`src/rtl/wp_pkg.sv`:
```
package wp_pkg;
  localparam int WP_BYTE_W  = 8;
  localparam int WP_SEL_W   = 2;
  localparam int WP_FIELD_W = WP_SEL_W + 2;

  // Field order is the readback layout: enable, select, lock
  typedef struct packed {
    logic                en;
    logic [WP_SEL_W-1:0] blk;
    logic                lock;
  } wp_bits_t;

  // Lowest top-band index that is protected for a select value
  function automatic logic [WP_SEL_W-1:0] wp_first_band(input logic [WP_SEL_W-1:0] blk);
    return ~blk;
  endfunction
endpackage

```
`src/rtl/wp_addr_dec.sv`:
```
module wp_addr_dec #(
  parameter int ADDR_W   = 16,
  parameter int ARRAY_AW = 14,
  parameter int SEL_W    = 2
) (
  input  logic [ADDR_W-1:0] addr,
  output logic              is_reg,
  output logic [SEL_W-1:0]  band
);
  localparam int REG_BIT = ADDR_W - 1;
  assign is_reg = addr[REG_BIT];
  assign band   = addr[ARRAY_AW-1 -: SEL_W];
endmodule

```
`src/rtl/wp_range_cmp.sv`:
```
module wp_range_cmp
  import wp_pkg::*;
(
  input  wp_bits_t            cfg,
  input  logic                is_reg,
  input  logic [WP_SEL_W-1:0] band,
  output logic                allow
);
  logic in_range;
  assign in_range = (band >= wp_first_band(cfg.blk));

  always_comb begin
    if (is_reg) allow = ~cfg.lock;
    else        allow = ~(cfg.en & in_range);
  end
endmodule

```
`src/rtl/wp_nvreg.sv`:
```
module wp_nvreg
  import wp_pkg::*;
#(
  parameter int CNT_W = 7
) (
  input  logic                 clk,
  input  logic                 rst,
  input  logic                 is_reg,
  input  logic                 wr_stb,
  input  logic [WP_BYTE_W-1:0] wr_data,
  input  logic [CNT_W-1:0]     byte_cnt,
  input  logic                 stop,
  output wp_bits_t             cfg
);
  localparam logic [CNT_W-1:0] ONE_BYTE = CNT_W'(1);

  wp_bits_t nv_q = '0;
  wp_bits_t cand_q;
  logic     cand_vld;
  logic     commit;

  always_ff @(posedge clk) begin
    if (rst) begin
      cand_vld <= 1'b0;
      cand_q   <= '0;
    end else if (stop) begin
      cand_vld <= 1'b0;
    end else if (wr_stb && is_reg) begin
      cand_vld <= 1'b1;
      cand_q   <= wp_bits_t'(wr_data[WP_FIELD_W-1:0]);
    end
  end

  assign commit = !rst && stop && cand_vld && (byte_cnt == ONE_BYTE) && !nv_q.lock;

  always_ff @(posedge clk) begin
    if (commit) nv_q <= cand_q;
  end

  assign cfg = nv_q;
endmodule

```
`src/rtl/wp_guard.sv`:
```
module wp_guard
  import wp_pkg::*;
#(
  parameter int ADDR_W   = 16,
  parameter int ARRAY_AW = 14,
  parameter int CNT_W    = 7
) (
  input  logic                 clk,
  input  logic                 rst,
  input  logic [ADDR_W-1:0]    bus_addr,
  input  logic                 wr_stb,
  input  logic [WP_BYTE_W-1:0] wr_data,
  input  logic [CNT_W-1:0]     byte_cnt,
  input  logic                 stop,
  output logic                 wr_ok,
  output logic [WP_BYTE_W-1:0] rd_byte
);
  localparam int PAD_W = WP_BYTE_W - WP_FIELD_W;

  logic                is_reg;
  logic [WP_SEL_W-1:0] band;
  wp_bits_t            cfg;

  wp_addr_dec #(.ADDR_W(ADDR_W), .ARRAY_AW(ARRAY_AW), .SEL_W(WP_SEL_W)) u_dec (
    .addr(bus_addr), .is_reg(is_reg), .band(band)
  );

  wp_nvreg #(.CNT_W(CNT_W)) u_reg (
    .clk(clk), .rst(rst), .is_reg(is_reg), .wr_stb(wr_stb), .wr_data(wr_data),
    .byte_cnt(byte_cnt), .stop(stop), .cfg(cfg)
  );

  wp_range_cmp u_cmp (
    .cfg(cfg), .is_reg(is_reg), .band(band), .allow(wr_ok)
  );

  generate
    if (PAD_W > 0) begin : g_pad
      assign rd_byte = {{PAD_W{1'b0}}, cfg};
    end else begin : g_nopad
      assign rd_byte = cfg;
    end
  endgenerate
endmodule


```
`config.mk`:
```
export PLATFORM = sky130hd
export DESIGN_NAME = wp_guard
export DESIGN_NICKNAME = d
export VERILOG_FILES = /design/src/rtl/wp_pkg.sv /design/src/rtl/wp_addr_dec.sv /design/src/rtl/wp_range_cmp.sv /design/src/rtl/wp_nvreg.sv /design/src/rtl/wp_guard.sv
export SDC_FILE = /design/constraint.sdc
export NUM_CORES = 1
export LEC_CHECK = 0
export CORE_AREA = 3 3 40 42
export CTS_CLUSTER_SIZE = 20
export DETAILED_ROUTE_END_ITERATION = 8
export DIE_AREA = 0 0 43 45
export DONT_BUFFER_PORTS = 1
export GPL_TIMING_DRIVEN = 0
export PLACE_DENSITY_LB_ADDON = 0.2
export SLEW_MARGIN = 10
export SYNTH_ARGS = -nofsm -noshare
export SYNTH_HDL_FRONTEND = slang
export SYNTH_SLANG_ARGS = --single-unit
```
`constraint.sdc`:
```
create_clock -name clk -period 1.8 [get_ports clk]
set_input_delay 0.54 -clock clk [delete_from_list [all_inputs] [get_ports clk]]
set_output_delay 0.54 -clock clk [all_outputs]
set_load 0.02 [all_outputs]
```
==> flow_summary.yaml <==
floorplanning:
  rows: 13
  die-area_sq_um: 1940
  start_util: 0.332
  die_w_um: 43
  ios: 44
  core-area_sq_um: 1280
  fp.dieH_um: 45
worst_hold_path:
  worstHoldStart: "rst"
  min_to: "u_reg.cand_q[2]$_SDFFE_PP0P_"
  holdPathStages: 1
  worstHoldPathType: "in2reg"
critical_path:
  end_kind: "primary output"
  reg2reg_from: "u_reg.cfg[0]$_DFFE_PP_"
  cp_cell_sequence: "inv_2, ha_4, nand2b_4, a21oi_4, a2bb2oi_4"
  cp.required_ns: 1.26
  cp-start-kind: "flip-flop"
  rrSetupSlack_ns: 0.22
  critical_path.top_delay_family: "flip-flops"
  worstSetupPathType: "reg2out"
  critPathSlowestCell: "edfxtp_1"
  r2r_cells: 3
  path_max_fanout: 2
  cp.arrival_ns: 1.56
  cp_num_buf_inv: 1
  worst_path_largest_cell_delay_ns: 0.51
  rr_endpoint: "u_reg.cfg[3]$_DFFE_PP_"
grt:
  grt_max_degree: 7
  overflow: 0
  grt_pass1_vias: 248
  grt_pass1_wl_um: 1170
  antenna_found_initial: 0
  track_usage: 0.0849
cts:
  cts_buffer_depth: 2
  h-tree-depth: 1
  cts.reportedPaths.clkPinSlew_ns: 0.06
  cts_sinks: 9
  tritoncts: "built"
  cts_buffers: 3
  clock_tree.root_cell: "clkbuf_4"
  post_cts_buffers: 0
  cts_resized: 0
  insertion_delay_ns: 0.25
final_layout:
  area_growth_pct: 24.9
  nNetsFinal: 82
  fillers: 138
  drive_gt1_frac: 0.386
  diodes: 0
route:
  post_drt_wl_per_cell_um: 12.5
  drtPass1Iterations: 2
  vias: 271
  routed_wl_um: 740
  drt_iter0_markers: 1
  viasPerCell: 4.59
  drc: 0
  antenna_left: 0
logic_synthesis:
  ys_types: 16
  synth_seq_area_share: 0.516
  ys_warn_count: 0
  ys_ff_latch: 9
  avgSynthCellArea_sq_um: 11.5
  syn_inst: 37
  syn-cell-area_sq_um: 427
sta:
  post-route-period-util: 1.17
  hold_slack_ns: 0.347
  maxClockFrequency_mhz: 476
  finalHoldViolations: 0
  rsz0062_at_grt: "true"
  fin_skew_ns: 0.00335
  drv_slew: 0
  min_period_ns: 2.10
  layout_setup_ws_ns: -0.303
  setup_viol: 1
pwr:
  swShare: 0.216
  ir_drop_mv: 0.372
  p_clk_frac: 0.364
  p_comb_frac: 0.101
  p_switching_uw: 88.2
  p_int_uw: 320
  seqPwrFrac: 0.535
  leakage_nw: 0.229
  power_density_nw_per_um2: 766
job:
  maxCapViolations: 0
placed_design:
  numPortBuffers: 0
  post-place-ws_ns: -0.0381
  gp_congestion: 0.694
run_status:
  outcome: "finished with violations"
  violations: "setup timing"
## cell families after synthesis
| family | share of synthesized area |
|---|---|
| DFF | 0.516 |
| and+or+nand+nor | 0.191 |
| AOI/OAI and AO/OA | 0.0440 |
| other | 0.00879 |
| muxes | 0.0938 |
| adders and majority gates | 0.0586 |
| buffers and inverters | 0.0880 |
## power groups by stage
stage	sequential, mW	clock [mW]	combinational, mW
3_5_place_dp	0.223	0	0.0413
2_1_floorplan	0.222	0	0.0393
5_1_grt	0.219	0.163	0.0453
3_3_place_gp	0.223	0	0.0406
4_1_cts	0.218	0.156	0.0413
6_report	0.218	0.149	0.0412
## metrics by stage
stage	util	instances	instance area [sq um]	total power, mW	setup TNS, ns
CTS	0.415	59	533	0.415	-0.323
global route	0.415	59	533	0.427	-0.392
detailed placement	0.393	55	505	0.264	-0.0381
floorplan	-	40	487	0.261	0
global placement	0.393	55	505	0.263	-0.0372
finish	0.415	59	533	0.408	-0.303
## repair_timing
action | in CTS | in global routing
hold endpoints to repair | 0 | 0
setup endpoints to repair | 1 | 1
hold buffers | 0 | 0
cloned | 0 | 0
## metal layers
layer  global-route usage  up-vias  routed length (um)
li1                     -      137                   -
met1               0.0916      117                 257
met2                0.123       17                 376
met3               0.0438        0                 106
met4               0.0723        0                   0
met5                    0        -                   0
## worst register-to-register path, delay by kind of cell, from the launching register on
family / cells / cell delay, ns
AND/OR/NAND/NOR: 3 / 0.69
flip-flops: 1 / 0.54
## cell usage after synthesis
| cell | number | area share |
|---|---|---|
| dfxtp_1 | 5 | 0.23 |
| buf_4 | 4 | 0.070 |
| edfxtp_1 | 4 | 0.28 |
| mux2i_1 | 4 | 0.094 |
| nor2_1 | 4 | 0.035 |
| a21oi_1 | 2 | 0.023 |
| ha_1 | 2 | 0.059 |
| inv_1 | 2 | 0.018 |
| nand2b_1 | 2 | 0.029 |
| nor4_2 | 2 | 0.059 |
| a2bb2oi_1 | 1 | 0.021 |
| conb_1 | 1 | 0.0088 |
| nand3b_2 | 1 | 0.026 |
| nand4_1 | 1 | 0.015 |
| nor2b_1 | 1 | 0.015 |
| nor3_1 | 1 | 0.012 |
## layout make-up
type,count,area [sq um],area share
inverters,2,7.51,0.0141
well taps,15,18.8,0.0352
flip-flops and latches,9,220,0.413
plain buffers,4,30.0,0.0563
clock inverters,1,5.00,0.00939
multi-input cells,25,229,0.430
clock buffers,3,22.5,0.0423
## state kept, by name, indices dropped and copies added (netlist names)
signal          cells
u_reg.cfg           4
u_reg.cand_vld      1
u_reg.cand_q        4
## layout by cell type (no fill, tap or decap)
master and count:
dfxtp_1 5, mux2i_1 4, nor2_1 4, buf_4 4, conb_1 4, edfxtp_1 4, clkbuf_4 3, inv_2 2
nor4_2 2, nand2b_4 1, a21oi_4 1, nand2b_1 1, a2bb2oi_4 1, nor2b_1 1, nand4_1 1, nand3b_2 1
a21oi_1 1, nor3_1 1, ha_1 1, ha_4 1, clkinv_2 1
## worst max path at each step
| stage | from | to | slack, ns | cells after the start |
|---|---|---|---|---|
| 2_1_floorplan | u_reg.cfg[1]$_DFFE_PP_ | wr_ok | 0.005 | 5 |
| 3_3_place_gp | u_reg.cfg[1]$_DFFE_PP_ | wr_ok | -0.04 | 5 |
| 3_5_place_dp | u_reg.cfg[1]$_DFFE_PP_ | wr_ok | -0.04 | 5 |
| 4_1_cts | u_reg.cfg[1]$_DFFE_PP_ | wr_ok | -0.32 | 5 |
| 5_1_grt | u_reg.cfg[1]$_DFFE_PP_ | wr_ok | -0.39 | 5 |
| 6_report | u_reg.cfg[1]$_DFFE_PP_ | wr_ok | -0.30 | 5 |
No activity file was read; power rests on OpenSTA's default activity.
